==> config.mk <==
export PLATFORM = sky130hd
export DESIGN_NAME = wdog_timer
export DESIGN_NICKNAME = d
export VERILOG_FILES = /design/src/rtl/wdog_pkg.sv /design/src/rtl/wdog_sync.sv /design/src/rtl/wdog_regs.sv /design/src/rtl/wdog_core.sv /design/src/rtl/wdog_timer.sv
export SDC_FILE = /design/constraint.sdc
export NUM_CORES = 1
export LEC_CHECK = 0
export ABC_AREA = 1
export BUFFER_PORTS_ARGS = -buffer_cell sky130_fd_sc_hd__buf_2
export CORE_ASPECT_RATIO = 1.4
export CORE_MARGIN = 4
export CORE_UTILIZATION = 30
export DETAILED_ROUTE_END_ITERATION = 10
export GPL_TIMING_DRIVEN = 0
export MAX_ROUTING_LAYER = met4
export PLACE_DENSITY = 0.59
export RECOVER_POWER = 25
export SKIP_CTS_REPAIR_TIMING = 1
export SLEW_MARGIN = 25
export SYNTH_ARGS = -nofsm -noshare
export SYNTH_HDL_FRONTEND = slang
export SYNTH_SLANG_ARGS = --single-unit
==> constraint.sdc <==
create_clock -name clk_i -period 3.1 [get_ports clk_i]
set_input_delay 0.155 -clock clk_i [delete_from_list [all_inputs] [get_ports clk_i]]
set_output_delay 0.155 -clock clk_i [all_outputs]
set_load 0.02 [all_outputs]
==> src/rtl/wdog_pkg.sv <==
package wdog_pkg;
  localparam int unsigned ADDR_W = 12;
  localparam int unsigned BUS_W  = 32;

  localparam logic [ADDR_W-1:0] A_LOAD = 12'h000;
  localparam logic [ADDR_W-1:0] A_VAL  = 12'h004;
  localparam logic [ADDR_W-1:0] A_CTRL = 12'h008;
  localparam logic [ADDR_W-1:0] A_CLR  = 12'h00C;
  localparam logic [ADDR_W-1:0] A_RIS  = 12'h010;
  localparam logic [ADDR_W-1:0] A_MIS  = 12'h014;
  localparam logic [ADDR_W-1:0] A_LOCK = 12'hC00;
  localparam logic [ADDR_W-1:0] A_ITCR = 12'hF00;
  localparam logic [ADDR_W-1:0] A_ITOP = 12'hF04;
  localparam logic [6:0]        ID_PAGE = 7'h7F;  // 0xFE0..0xFFF

  localparam logic [BUS_W-1:0] UNLOCK_KEY = 32'h1ACC_E551;
  localparam logic [31:0]      CELL_ID    = 32'hB105_F00D;  // byte 0 first

  typedef struct packed {
    logic ld;       // load register written
    logic restart;  // enable bit 0 -> 1
    logic clr;      // interrupt clear written
  } core_cmd_t;
endpackage

==> src/rtl/wdog_sync.sv <==
module wdog_sync #(
  parameter int unsigned W      = 1,
  parameter int unsigned STAGES = 2
) (
  input  logic         clk_i,
  input  logic         rst_ni,
  input  logic [W-1:0] d_i,
  output logic [W-1:0] q_o
);
  logic [W-1:0] st [STAGES];

  for (genvar i = 0; i < STAGES; i++) begin : g_stage
    always_ff @(posedge clk_i or negedge rst_ni) begin
      if (!rst_ni) st[i] <= '0;
      else if (i == 0) st[i] <= d_i;
      else st[i] <= st[(i == 0) ? 0 : i-1];
    end
  end

  assign q_o = st[STAGES-1];
endmodule

==> src/rtl/wdog_regs.sv <==
module wdog_regs
  import wdog_pkg::*;
#(
  parameter int unsigned CNT_W     = 32,
  parameter logic [31:0] PERIPH_ID = 32'h0000_0000
) (
  input  logic              clk_i,
  input  logic              rst_ni,
  input  logic              psel_i,
  input  logic              penable_i,
  input  logic              pwrite_i,
  input  logic [ADDR_W-1:0] paddr_i,
  input  logic [BUS_W-1:0]  pwdata_i,
  output logic [BUS_W-1:0]  prdata_o,
  input  logic [CNT_W-1:0]  cnt_i,
  input  logic              ris_i,
  output logic [CNT_W-1:0]  load_o,
  output logic [1:0]        ctrl_o,
  output logic              lock_o,
  output logic              itcr_o,
  output logic [1:0]        itop_o,
  output core_cmd_t         cmd_o
);
  logic             wr, wr_ok;
  logic [CNT_W-1:0] load_q;
  logic [1:0]       ctrl_q, itop_q;
  logic             lock_q, itcr_q;
  logic [1:0]       id_idx;
  logic [7:0]       id_byte;

  assign wr    = psel_i & penable_i & pwrite_i;
  assign wr_ok = wr & ~lock_q;

  assign cmd_o.ld      = wr_ok && (paddr_i == A_LOAD);
  assign cmd_o.restart = wr_ok && (paddr_i == A_CTRL) && pwdata_i[0] && !ctrl_q[0];
  assign cmd_o.clr     = wr_ok && (paddr_i == A_CLR);

  always_ff @(posedge clk_i or negedge rst_ni) begin
    if (!rst_ni) begin
      load_q <= '1;
      ctrl_q <= '0;
      lock_q <= 1'b0;
      itcr_q <= 1'b0;
      itop_q <= '0;
    end else begin
      if (wr && paddr_i == A_LOCK) lock_q <= (pwdata_i != UNLOCK_KEY);
      if (wr_ok) begin
        unique case (paddr_i)
          A_LOAD:  load_q <= pwdata_i[CNT_W-1:0];
          A_CTRL:  ctrl_q <= pwdata_i[1:0];
          A_ITCR:  itcr_q <= pwdata_i[0];
          A_ITOP:  itop_q <= pwdata_i[1:0];
          default: ;
        endcase
      end
    end
  end

  assign id_idx  = paddr_i[3:2];
  assign id_byte = paddr_i[4] ? CELL_ID[8*id_idx +: 8] : PERIPH_ID[8*id_idx +: 8];

  always_comb begin
    prdata_o = '0;
    if (psel_i) begin
      unique case (paddr_i)
        A_LOAD:  prdata_o = BUS_W'(load_q);
        A_VAL:   prdata_o = BUS_W'(cnt_i);
        A_CTRL:  prdata_o = BUS_W'(ctrl_q);
        A_RIS:   prdata_o = BUS_W'(ris_i);
        A_MIS:   prdata_o = BUS_W'(ris_i & ctrl_q[0]);
        A_LOCK:  prdata_o = BUS_W'(lock_q);
        A_ITCR:  prdata_o = BUS_W'(itcr_q);
        default:
          if (paddr_i[11:5] == ID_PAGE && paddr_i[1:0] == 2'b00)
            prdata_o = BUS_W'(id_byte);
      endcase
    end
  end

  assign load_o = load_q;
  assign ctrl_o = ctrl_q;
  assign lock_o = lock_q;
  assign itcr_o = itcr_q;
  assign itop_o = itop_q;
endmodule

==> src/rtl/wdog_core.sv <==
module wdog_core
  import wdog_pkg::*;
#(
  parameter int unsigned CNT_W = 32
) (
  input  logic             clk_i,
  input  logic             rst_ni,
  input  logic             tick_i,
  input  logic             en_i,
  input  logic             res_en_i,
  input  core_cmd_t        cmd_i,
  input  logic [CNT_W-1:0] ld_data_i,
  input  logic [CNT_W-1:0] load_i,
  output logic [CNT_W-1:0] cnt_o,
  output logic             ris_o,
  output logic             res_o
);
  logic [CNT_W-1:0] cnt_q;
  logic             ris_q, res_q, clr_ok;

  assign clr_ok = cmd_i.clr & ~res_q;

  // priority: load write > enable restart > clear > tick
  always_ff @(posedge clk_i or negedge rst_ni) begin
    if (!rst_ni) begin
      cnt_q <= '1;
      ris_q <= 1'b0;
      res_q <= 1'b0;
    end else begin
      if (clr_ok) ris_q <= 1'b0;
      if (cmd_i.ld) begin
        cnt_q <= ld_data_i;
      end else if (cmd_i.restart || clr_ok) begin
        cnt_q <= load_i;
      end else if (tick_i && en_i) begin
        if (cnt_q == '0) begin
          cnt_q <= load_i;
          if (ris_q) res_q <= res_q | res_en_i;
          else       ris_q <= 1'b1;
        end else begin
          cnt_q <= cnt_q - 1'b1;
        end
      end
    end
  end

  assign cnt_o = cnt_q;
  assign ris_o = ris_q;
  assign res_o = res_q;
endmodule

==> src/rtl/wdog_timer.sv <==
module wdog_timer
  import wdog_pkg::*;
#(
  parameter int unsigned CNT_W       = 32,
  parameter int unsigned SYNC_STAGES = 2,
  parameter logic [31:0] PERIPH_ID   = 32'h0018_1805
) (
  input  logic              clk_i,
  input  logic              rst_ni,
  input  logic              wdog_clk_i,
  input  logic              wdog_clken_i,
  input  logic              psel_i,
  input  logic              penable_i,
  input  logic              pwrite_i,
  input  logic [ADDR_W-1:0] paddr_i,
  input  logic [BUS_W-1:0]  pwdata_i,
  output logic [BUS_W-1:0]  prdata_o,
  output logic              int_o,
  output logic              res_o
);
  logic [1:0]       wck_s;
  logic             wck_prev, tick;
  logic [CNT_W-1:0] cnt, load_q;
  logic [1:0]       ctrl, itop;
  logic             ris, res, lock, itcr;
  core_cmd_t        cmd;

  wdog_sync #(.W(2), .STAGES(SYNC_STAGES)) u_sync (
    .clk_i (clk_i),
    .rst_ni(rst_ni),
    .d_i   ({wdog_clken_i, wdog_clk_i}),
    .q_o   (wck_s)
  );

  always_ff @(posedge clk_i or negedge rst_ni) begin
    if (!rst_ni) wck_prev <= 1'b0;
    else         wck_prev <= wck_s[0];
  end

  assign tick = wck_s[0] & ~wck_prev & wck_s[1];

  wdog_regs #(.CNT_W(CNT_W), .PERIPH_ID(PERIPH_ID)) u_regs (
    .clk_i    (clk_i),
    .rst_ni   (rst_ni),
    .psel_i   (psel_i),
    .penable_i(penable_i),
    .pwrite_i (pwrite_i),
    .paddr_i  (paddr_i),
    .pwdata_i (pwdata_i),
    .prdata_o (prdata_o),
    .cnt_i    (cnt),
    .ris_i    (ris),
    .load_o   (load_q),
    .ctrl_o   (ctrl),
    .lock_o   (lock),
    .itcr_o   (itcr),
    .itop_o   (itop),
    .cmd_o    (cmd)
  );

  wdog_core #(.CNT_W(CNT_W)) u_core (
    .clk_i    (clk_i),
    .rst_ni   (rst_ni),
    .tick_i   (tick),
    .en_i     (ctrl[0]),
    .res_en_i (ctrl[1]),
    .cmd_i    (cmd),
    .ld_data_i(pwdata_i[CNT_W-1:0]),
    .load_i   (load_q),
    .cnt_o    (cnt),
    .ris_o    (ris),
    .res_o    (res)
  );

  assign int_o = itcr ? itop[0] : (ris & ctrl[0]);
  assign res_o = itcr ? itop[1] : res;
endmodule

==> summary.txt, run 1 <==
Critical Path Stages: 10
final net count: 1071
dominant synthesized flop cell: dfstp_2
Final Util: 36.3%
total negative setup slack: 0 ps
crit start category: flop
routed via count: 6325
Ys Warns: 0
VDD IR max: 0.000205 V
critical path, cell by cell: inv_1 -> ha_1 -> nand2_1 -> nor3_1 -> nand3_1 -> nand3_1 -> nand2_1 -> nand3_1 -> nor2_1 -> nor2_1
pre-CTS setup slack: 560 ps
total of max-cap violations: 1
largest net degree at the start of global routing: 48
Post-Route WL: 22.0 mm
Crit path max-delay family: simple AND/OR/NAND/NOR gates
CTS buffer count: 9
Inserted Diodes: 0
Final Wtd Congestion: 0.977
Tmin final: 2580 ps
RSZ-0062 raised after global routing: no
pwr dens: 410 mW/mm^2
Worst Tran Pin Value: 1750 ps
Synth Area per Inst: 6.33 um^2
CP Class: flop to flop
status: complete, but fails checks
CP bufs+invs: 1
worst skew pair latency: 350 ps
Most Frequent Cell on Critical Path: nand3_1
worst flop-to-flop path startpoint: u_core.cnt_o[0]
CP max FO: 9
total gr overflow: 0
Hold Path Class: input port to flop
Clock Skew: 8.30 ps
initial antenna violation count: 0
Final Worst Setup Slack: 518 ps
cell taking the most area after synthesis: dfstp_2
Clock transition at path regs: 60 ps
Hold Fails Final Rpt: 0
Syn-to-layout area delta: 17.5%
clock root buffer: clkbuf_16
Reg2Reg Depth: 10
Yosys reg bits: 77
Slew Limit Fails: 32
Reg2Reg Setup Slack: 520 ps
Achievable Freq: 387 MHz
DIE AREA: 0.0217 mm^2
initial core utilization: 30.8%
global-route wire length before repair: 34.2 mm
H-Tree Depth: 3
Cell variety after synth: 38
Max stage delay on crit path: 560 ps
CTS tree: yes
Post-synth EDFFs: 0
critical path endpoint: u_core.cnt_o[5]
Mapped Area: 0.00581 mm^2
most common library cells after synthesis: nand2_1, nor2_1, inv_1
Final Cycle Share: 83.3%
Max stage delay cell, worst path: dfstp_2
Die X: 126 um
total track usage: 20.7%
total power: 0.00280 W
Net Count, Synth: 973
layout cell share with drive strength beyond 1: 20.4%
IO Port Bufs: 84
Die Ht: 173 um
Post-Syn Instances: 917
DRT Pass-1 Iters: 6
drt via density: 5.00
io pins: 85
most common cell in the netlist: nand2_1
asr flop ratio synth: 100%
Clock Sinks: 77
relative slew slack: -16.6%
CTS Buffer Depth: 2
drt first-iter violations: 391
Reg2Reg Capture Point: u_core.cnt_o[5]
top cells by area, synth: dfstp_2, nand2_1, nor2_1
violations in the final reports: capacitance limit, slew limit
final setup fails: 0
Worst Setup SP: u_core.cnt_o[0]
CP arrival: 2870 ps
crit path capture type: flop
DP HPWL: 17.2 mm
Leak: 3.42 nW
top cell type's share of synthesized area: 29.0%
post-synthesis sequential area ratio: 34.6%
# DRC: 0
DRT antenna net count: 0
Std-Cell Rows: 59
vias in the first global route: 6166
WHS: 58.9 ps
Core Area: 0.0188 mm^2
CP required: 3380 ps
Wirelength per Cell: 17.4 um
-- worst min path at each step --
stage | start | to | slack (ps) | cells after the start
final | pwdata_i[24] | u_regs.load_o[24] | 60 | 3
after global routing | pwdata_i[24] | u_regs.load_o[24] | 70 | 3
after CTS | wdog_clken_i | u_sync.st[3] | -100 | 1
after detailed placement | wdog_clk_i | u_sync.st[2] | 260 | 1
after global placement | wdog_clken_i | u_sync.st[3] | 260 | 1
after floorplan | rst_ni | u_core.res_o | -140 | 0
-- state kept, by name, indices dropped and copies added, names as in the netlist --
signal,count
u_core.cnt_o,32
u_regs.itop_o,2
u_core.ris_o,1
u_core.res_o,1
u_regs.itcr_o,1
u_regs.load_o,32
u_sync.st,2
u_sync.q_o,2
u_regs.ctrl_o,2
wck_prev,1
u_regs.lock_o,1
-- per-layer routing --
| metal | vias to the layer above | part of all wire [%] | global-route usage (%) |
|---|---|---|---|
| li1 | 3121 | - | - |
| met4 | 0 | 3.6 | 7.46 |
| met5 | - | 0 | - |
| met3 | 56 | 5.7 | 2.75 |
| met2 | 226 | 49 | 34.7 |
| met1 | 2922 | 41 | 25.4 |
-- placed cells by master, fill, tap and decap left out, drive strengths merged --
| cell | count |
|---|---|
| nor2 | 160 |
| and3 | 2 |
| o21bai | 1 |
| nand3 | 44 |
| nor4 | 5 |
| nor3 | 10 |
| clkbuf | 15 |
| inv | 107 |
| nand4 | 40 |
| o22ai | 5 |
| a31oi | 1 |
| o21ai | 40 |
| dfstp | 64 |
| nor3b | 1 |
| mux2 | 1 |
| clkinv | 7 |
| buf | 105 |
| o21a | 1 |
| xnor2 | 10 |
| a32o | 1 |
| o2111ai | 1 |
| clkinvlp | 1 |
| dfrtp | 13 |
| ha | 5 |
| dlygate4sd3 | 2 |
| nand2 | 324 |
| a21oi | 42 |
| xor2 | 12 |
-- worst reg2reg max path, stage by stage (launching register included) --
cell and delay (ps):
dfstp_2 560, inv_1 100, ha_1 250, nand2_1 110, nor3_1 60, nand3_1 450
nand3_1 480, nand2_1 170, nand3_1 140, nor2_1 140, nor2_1 50
-- power by group --
group	leakage [nW]	internal, W	total [W]	switching (W)
clock	0.130	0.000536	0.000987	0.000451
combinational	2.47	0.000200	0.000541	0.000341
sequential	0.820	0.00115	0.00127	0.000120
total	3.42	0.00189	0.00280	0.000912
-- area by class of cell --
class | count | area [um^2]
Clock inverter | 7 | 42.5
Tap cell | 244 | 305
Clock buffer | 9 | 225
Inverter | 108 | 408
Timing Repair Buffer | 87 | 444
Buffer | 26 | 154
Sequential cell | 77 | 2010
Fill cell | 2118 | 12000
Multi-Input combinational cell | 706 | 3240
-- metrics by stage --
step,std cells,cell area [um^2]
final,1264,6820
after global routing,1264,6820
after CTS,1262,6830
after detailed placement,1246,6560
after global placement,1245,6530
after floorplan,917,5810
-- kinds of logic (layout without fill, tap and decap cells) --
family,Yosys count,in the layout,synth area share [%]
buffers and inverters,134,237,9.67
AOI/OAI and AO/OA,92,92,8.30
DFF,77,77,34.6
muxes,1,1,0.194
and+or+nand+nor,586,586,42.9
xor gates and xnor gates,22,22,3.32
adders and majority gates,5,5,1.08
Note: power is estimated with default switching activity, not from simulation.
==> inputs of run 2 (changes only) <==
- clock period: 3.1 -> 2.5 ns (I/O delays scaled with it)
==> summary.txt, run 2 (synthesis results as in run 1) <==
Worst Setup SP: paddr_i[7] (was u_core.cnt_o[0])
total power: 0.00348 W (was 0.00280 W)
RSZ-0062 raised after global routing: no (unchanged)
Reg2Reg Capture Point: u_core.cnt_o[26] (was u_core.cnt_o[5])
violations in the final reports: capacitance limit, slew limit (unchanged)
DRT Pass-1 Iters: 5 (was 6)
Achievable Freq: 437 MHz
relative slew slack: -25.3% (was -16.6%)
Syn-to-layout area delta: 18.2% (was 17.5%)
Leak: 3.45 nW (was 3.42 nW)
worst flop-to-flop path startpoint: u_core.cnt_o[0] (unchanged)
global-route wire length before repair: 34.2 mm (unchanged)
Post-Route WL: 22.0 mm (about the same)
IO Port Bufs: 84 (unchanged)
CP Class: input port to primary output (was flop to flop)
routed via count: 6315 (was 6325)
critical path, cell by cell: buf_2 -> nor2_1 -> nand2_2 -> nor2_8 -> nand2_1 -> inv_2 -> buf_1 -> nand2_1 -> a21oi_1 -> buf_2 (was inv_1 -> ha_1 -> nand2_1 -> nor3_1 -> nand3_1 -> nand3_1 -> nand2_1 -> nand3_1 -> nor2_1 -> nor2_1)
io pins: 85 (unchanged)
Hold Path Class: input port to flop (unchanged)
switching share of power: 32.6% (about the same)
worst skew pair latency: 350 ps (about the same)
final net count: 1070 (was 1071)
layout cell share with drive strength beyond 1: 21.1% (was 20.4%)
Final Wtd Congestion: 0.977 (unchanged)
Core Area: 0.0188 mm^2 (unchanged)
Max stage delay cell, worst path: buf_1 (was dfstp_2)
DP HPWL: 17.2 mm (unchanged)
total gr overflow: 0 (unchanged)
final setup fails: 0 (unchanged)
CP max FO: 10 (was 9)
DRT antenna net count: 0 (unchanged)
Hold Fails Final Rpt: 0 (unchanged)
Clock Skew: 8.63 ps (was 8.30 ps)
initial antenna violation count: 0 (unchanged)
clock root buffer: clkbuf_16 (unchanged)
sequential power share: 45.4% (about the same)
Final Cycle Share: 91.6%
largest net degree at the start of global routing: 48 (unchanged)
GR Layer Usage met1: 25.4% (unchanged)
CP arrival: 2160 ps (was 2870 ps)
Worst Tran Pin Value: 1880 ps (was 1750 ps)
DIE AREA: 0.0217 mm^2 (unchanged)
commonest non-fill, non-tap cells in the layout: nand2_1, nor2_1, inv_1, buf_2, dfstp_2 (unchanged)
VDD IR max: 0.000257 V (was 0.000205 V)
vias in the first global route: 6166 (unchanged)
status: complete, but fails checks (unchanged)
crit start category: input port (was flop)
CTS buffer count: 9 (unchanged)
busiest grt layer: met2 (unchanged)
Clock Power Share: 35.2% (was 35.3%)
Reg2Reg Depth: 11 (was 10)
GR Layer Usage met3: 2.75% (unchanged)
Tmin final: 2290 ps
pwr dens: 507 mW/mm^2 (was 410 mW/mm^2)
Reg2Reg Setup Slack: 290 ps (was 520 ps)
CTS Buffer Depth: 2 (unchanged)
total of max-cap violations: 1 (unchanged)
Die X: 126 um (unchanged)
drt via density: 5.00 (about the same)
H-Tree Depth: 3 (unchanged)
# DRC: 0 (unchanged)
initial core utilization: 30.8% (unchanged)
Std-Cell Rows: 59 (unchanged)
total track usage: 20.7% (unchanged)
Clock transition at path regs: 60 ps (about the same)
Wirelength per Cell: 17.4 um (about the same)
Max stage delay on crit path: 410 ps (was 560 ps)
Pint: 0.00235 W (was 0.00189 W)
crit path capture type: primary output (was flop)
CTS tree: yes (unchanged)
Psw: 0.00113 W (was 0.000912 W)
Slew Limit Fails: 31 (was 32)
critical path endpoint: prdata_o[28] (was u_core.cnt_o[5])
Die Ht: 173 um (unchanged)
CP required: 2380 ps (was 3380 ps)
Inserted Diodes: 0 (unchanged)
GR Util met2: 34.7% (unchanged)
WHS: 23.2 ps (was 58.9 ps)
Clock Sinks: 77 (unchanged)
Comb pwr share: 19.5% (was 19.3%)
drt first-iter violations: 372 (was 391)
Min-Delay Startpoint: pwdata_i[5] (was pwdata_i[24])
commonest non-fill, non-tap cell in the layout: nand2_1 (unchanged)
run 2: power groups by stage:
stage | Clock [W] | Sequential [W] | Combinational [W]
after floorplan | 0 | 0.00154 | 0.000471
after global placement | 0 | 0.00159 | 0.000655
after detailed placement | 0 | 0.00159 | 0.000669
after CTS | 0.00125 | 0.00158 | 0.000672
after global routing | 0.00130 | 0.00159 | 0.000764
final | 0.00122 | 0.00158 | 0.000677
run 2: worst min path at each step:
stage | cells after the start | to
finish | 3 | u_regs.load_o[5]
global route | 3 | u_regs.load_o[24]
CTS | 1 | u_sync.st[3]
detailed placement | 1 | u_sync.st[2]
global placement | 1 | u_sync.st[3]
floorplan | 0 | u_core.res_o
run 2: worst max-delay path: cells and delay by family:
family	cells	cell delay, ps
and+or+nand+nor	5	870
buffers and inverters	4	970
AOI/OAI and AO/OA	1	180
run 2: layer usage:
layer	routed length (um)	part of all wire [%]
met1	9260	42
met2	10700	49
met3	1230	5.6
met4	840	3.8
met5	0	0
run 2: cell type report:
| cell class | instances | area, um^2 |
|---|---|---|
| Fill cell | 2112 | 12000 |
| Tap cell | 244 | 305 |
| Buffer | 25 | 154 |
| Clock buffer | 9 | 225 |
| Inverter | 108 | 408 |
| Clock inverter | 7 | 42.5 |
| Timing Repair Buffer | 87 | 467 |
| Multi-Input combinational cell | 706 | 3260 |
| Sequential cell | 77 | 2010 |
run 2: metrics by stage:
step                      util [%]  TNS (ps)  instances  cell area (um^2)  setup slack, ps
after floorplan                  -         0        917              5810              664
after global placement        34.7         0       1245              6530             33.9
after detailed placement      34.9     -40.4       1246              6560            -40.4
after CTS                     36.3     -62.5       1262              6830            -62.5
after global routing          36.5         0       1263              6860             46.5
final                         36.5         0       1263              6860              210
==> inputs of run 3 (changes only) <==
- RECOVER_POWER: 25 -> not set
- SYNTH_HIERARCHICAL: not set -> 1
==> summary.txt, run 3 <==
status: complete, but fails checks (unchanged)
violations in the final reports: hold timing (was capacitance limit, slew limit)
Slew Limit Fails: 0 (was 31)
Synth Area per Inst: 6.57 um^2 (was 6.33 um^2)
routed via count: 6161 (was 6315)
Die X: 128 um (was 126 um)
CP Class: input port to flop (was input port to primary output)
VDD IR max: 0.000299 V (was 0.000257 V)
Post-Route WL: 21.0 mm (was 22.0 mm)
commonest non-fill, non-tap cell in the layout: nand2_1 (unchanged)
total track usage: 19.5% (was 20.7%)
Synth Area in Compound Gates: 12.6% (was 8.30%)
Post-Synth XOR/XNOR Area: 1.87% (was 3.32%)
Max stage delay cell, worst path: clkbuf_1 (was buf_1)
CTS Buffer Depth: 2 (unchanged)
Die Ht: 176 um (was 173 um)
Tmin final: 2290 ps (about the same)
Psw: 0.000743 W (was 0.00113 W)
Inserted Diodes: 0 (unchanged)
post-synthesis sequential area ratio: 33.0% (was 34.6%)
pre-CTS setup slack: -699 ps (was -40.4 ps)
dominant synthesized flop cell: dfstp_2 (unchanged)
DP HPWL: 16.2 mm (was 17.2 mm)
DRT antenna net count: 0 (unchanged)
Most Frequent Cell on Critical Path: nor2_1
pwr dens: 429 mW/mm^2 (was 507 mW/mm^2)
total negative setup slack: 0 ps (unchanged)
Comb pwr share: 8.3% (was 19.5%)
worst flop-to-flop path startpoint: u_regs/lock_o (was u_core.cnt_o[0])
Clock Sinks: 77 (unchanged)
relative slew slack: 59.6% (was -25.3%)
critical path, cell by cell: buf_2 -> nor2_2 -> nand2_4 -> nor2_8 -> clkbuf_2 -> nand4_1 -> nor2_1 -> inv_1 -> o21bai_4 -> nor2_1 -> nand2_1 -> clkbuf_1 -> o21ai_1 (was buf_2 -> nor2_1 -> nand2_2 -> nor2_8 -> nand2_1 -> inv_2 -> buf_1 -> nand2_1 -> a21oi_1 -> buf_2)
Hold Path Class: input port to flop (unchanged)
Mapped Area: 0.00608 mm^2 (was 0.00581 mm^2)
Layout fillers: 2208 (was 2112)
Synth Area in Adders: 1.03% (was 1.08%)
total gr overflow: 0 (unchanged)
Reg2Reg Setup Slack: 250 ps (was 290 ps)
worst skew pair latency: 350 ps (about the same)
largest net degree at the start of global routing: 43 (was 48)
IO Port Bufs: 83 (was 84)
H-Tree Depth: 3 (unchanged)
Wirelength per Cell: 16.4 um (was 17.4 um)
RSZ-0062 raised after global routing: no (unchanged)
DRT Pass-1 Iters: 5 (unchanged)
Final Cycle Share: 91.5% (was 91.6%)
initial antenna violation count: 0 (unchanged)
Cell variety after synth: 35 (was 38)
Pint: 0.00236 W (was 0.00235 W)
cell taking the most area after synthesis: dfstp_2 (unchanged)
Min-Delay Startpoint: pwdata_i[17] (was pwdata_i[5])
clock root buffer: clkbuf_16 (unchanged)
CTS tree: yes (unchanged)
Reg2Reg Depth: 11 (unchanged)
final setup fails: 0 (unchanged)
crit path capture type: flop (was primary output)
switching share of power: 24.0% (was 32.6%)
Hold EP: u_regs/load_o[17] (was u_regs.load_o[5])
Syn-to-layout area delta: 18.9% (was 18.2%)
Clock Power Share: 50.8% (was 35.2%)
drt first-iter violations: 486 (was 372)
asr flop ratio synth: 100% (unchanged)
FF+latch area: 0.00201 mm^2 (unchanged)
total of max-cap violations: 0 (was 1)
initial core utilization: 30.5% (was 30.8%)
CP arrival: 2550 ps (was 2160 ps)
Core Area: 0.0199 mm^2 (was 0.0188 mm^2)
# DRC: 0 (unchanged)
Std-Cell Rows: 61 (was 59)
Reg2Reg Capture Point: u_core/cnt_o[10] (was u_core.cnt_o[26])
Ys Warns: 6 (was 0)
Synth Area in Simple Gates: 40.7% (was 42.9%)
top cell type's share of synthesized area: 27.7% (was 29.0%)
Yosys reg bits: 77 (unchanged)
Final Util: 36.3% (was 36.5%)
Net Count, Synth: 981 (was 973)
combinational family with the most area after synthesis: simple AND/OR/NAND/NOR gates (unchanged)
CTS buffer count: 9 (unchanged)
io pins: 85 (unchanged)
final net count: 1077 (was 1070)
Leak: 3.83 nW (was 3.45 nW)
Max stage delay on crit path: 460 ps (was 410 ps)
crit start category: input port (unchanged)
most common library cells after synthesis: nand2_1, inv_1, nor2_1 (was nand2_1, nor2_1, inv_1)
worst hold stages: 3 (unchanged)
commonest non-fill, non-tap cells in the layout: nand2_1, inv_1, buf_2, nor2_1, nand3_1 (was nand2_1, nor2_1, inv_1, buf_2, dfstp_2)
Post-synth EDFFs: 0 (unchanged)
Achievable Freq: 437 MHz (about the same)
CP max FO: 10 (unchanged)
Clock Skew: 8.43 ps (was 8.63 ps)
top cells by area, synth: dfstp_2, nand2_1, nand3_1 (was dfstp_2, nand2_1, nor2_1)
CP required: 2760 ps (was 2380 ps)
DIE AREA: 0.0226 mm^2 (was 0.0217 mm^2)
mux share of post-synthesis cell area: 0% (was 0.194%)
Final Wtd Congestion: 0.919 (was 0.977)
Clock transition at path regs: 60 ps (about the same)
Worst Tran Pin Value: 606 ps (was 1880 ps)
total power: 0.00310 W (was 0.00348 W)
vias in the first global route: 6000 (was 6166)
Final Worst Setup Slack: 211 ps (was 210 ps)
drt via density: 4.82 (was 5.00)
WHS: -12.5 ps (was 23.2 ps)
most common cell in the netlist: nand2_1 (unchanged)
Multi-input gate area: 0.00342 mm^2 (was 0.00326 mm^2)
Hold Fails Final Rpt: 3 (was 0)
layout cell share with drive strength beyond 1: 27.0% (was 21.1%)
global-route wire length before repair: 32.9 mm (was 34.2 mm)
sequential power share: 40.9% (was 45.4%)
Post-Syn Instances: 925 (was 917)
## run 3: per-layer routing
layer  GRT usage, %  vias to the layer above  part of all wire (%)
met5              -                        -                     0
met4           8.05                        0                   4.0
met3           2.45                       50                   3.5
met2           33.9                      164                    51
met1           22.4                     2861                    41
li1               -                     3086                     -
## run 3: power by group through the flow
stage / combinational (W) / clock, W / sequential, W
floorplan: 0.000128 / 0 / 0.00128
global placement: 0.000248 / 0 / 0.00129
detailed placement: 0.000256 / 0 / 0.00129
CTS: 0.000258 / 0.00161 / 0.00127
global route: 0.000290 / 0.00167 / 0.00127
finish: 0.000259 / 0.00157 / 0.00127
## run 3: critical path: cells and delay by family
kind / cells / cell delay (ps)
buffers and inverters: 4 / 1010
AO/OA/AOI/OAI: 2 / 340
AND/OR/NAND/NOR: 7 / 1050
## run 3: layout make-up
class | instances | share of cell area, %
plain buffers | 34 | 3.25
clock inverters | 5 | 1.47
well taps | 252 | 4.36
flip-flops and latches | 77 | 27.8
clock buffers | 11 | 3.36
inverters | 112 | 5.87
repair buffers | 87 | 6.58
multi-input cells | 700 | 47.3
## run 3: stage by stage
| stage | instance area [um^2] | std cells |
|---|---|---|
| floorplan | 6080 | 925 |
| global placement | 6810 | 1260 |
| detailed placement | 6840 | 1261 |
| CTS | 7190 | 1277 |
| global route | 7230 | 1278 |
| finish | 7230 | 1278 |
## run 3: kinds of logic (layout without fill, tap and decap cells)
logic type | after synthesis | count (layout)
flip-flops | 77 | 77
adder cells (fa/ha/maj) | 5 | 5
XOR/XNOR | 13 | 13
AND/OR/NAND/NOR | 558 | 558
AO/OA/AOI/OAI | 124 | 124
buffers and inverters | 148 | 249
## run 3: worst max path at each step
stage	depth (start not counted)	slack, ps	endpoint	from
after floorplan	15	520	u_core/cnt_o[24]	paddr_i[9]
after global placement	16	-680	u_core/cnt_o[15]	paddr_i[4]
after detailed placement	16	-700	u_core/cnt_o[15]	paddr_i[4]
after CTS	16	-360	u_core/cnt_o[5]	paddr_i[4]
after global routing	16	1	u_core/cnt_o[12]	paddr_i[9]
final	13	210	u_core/cnt_o[15]	paddr_i[4]
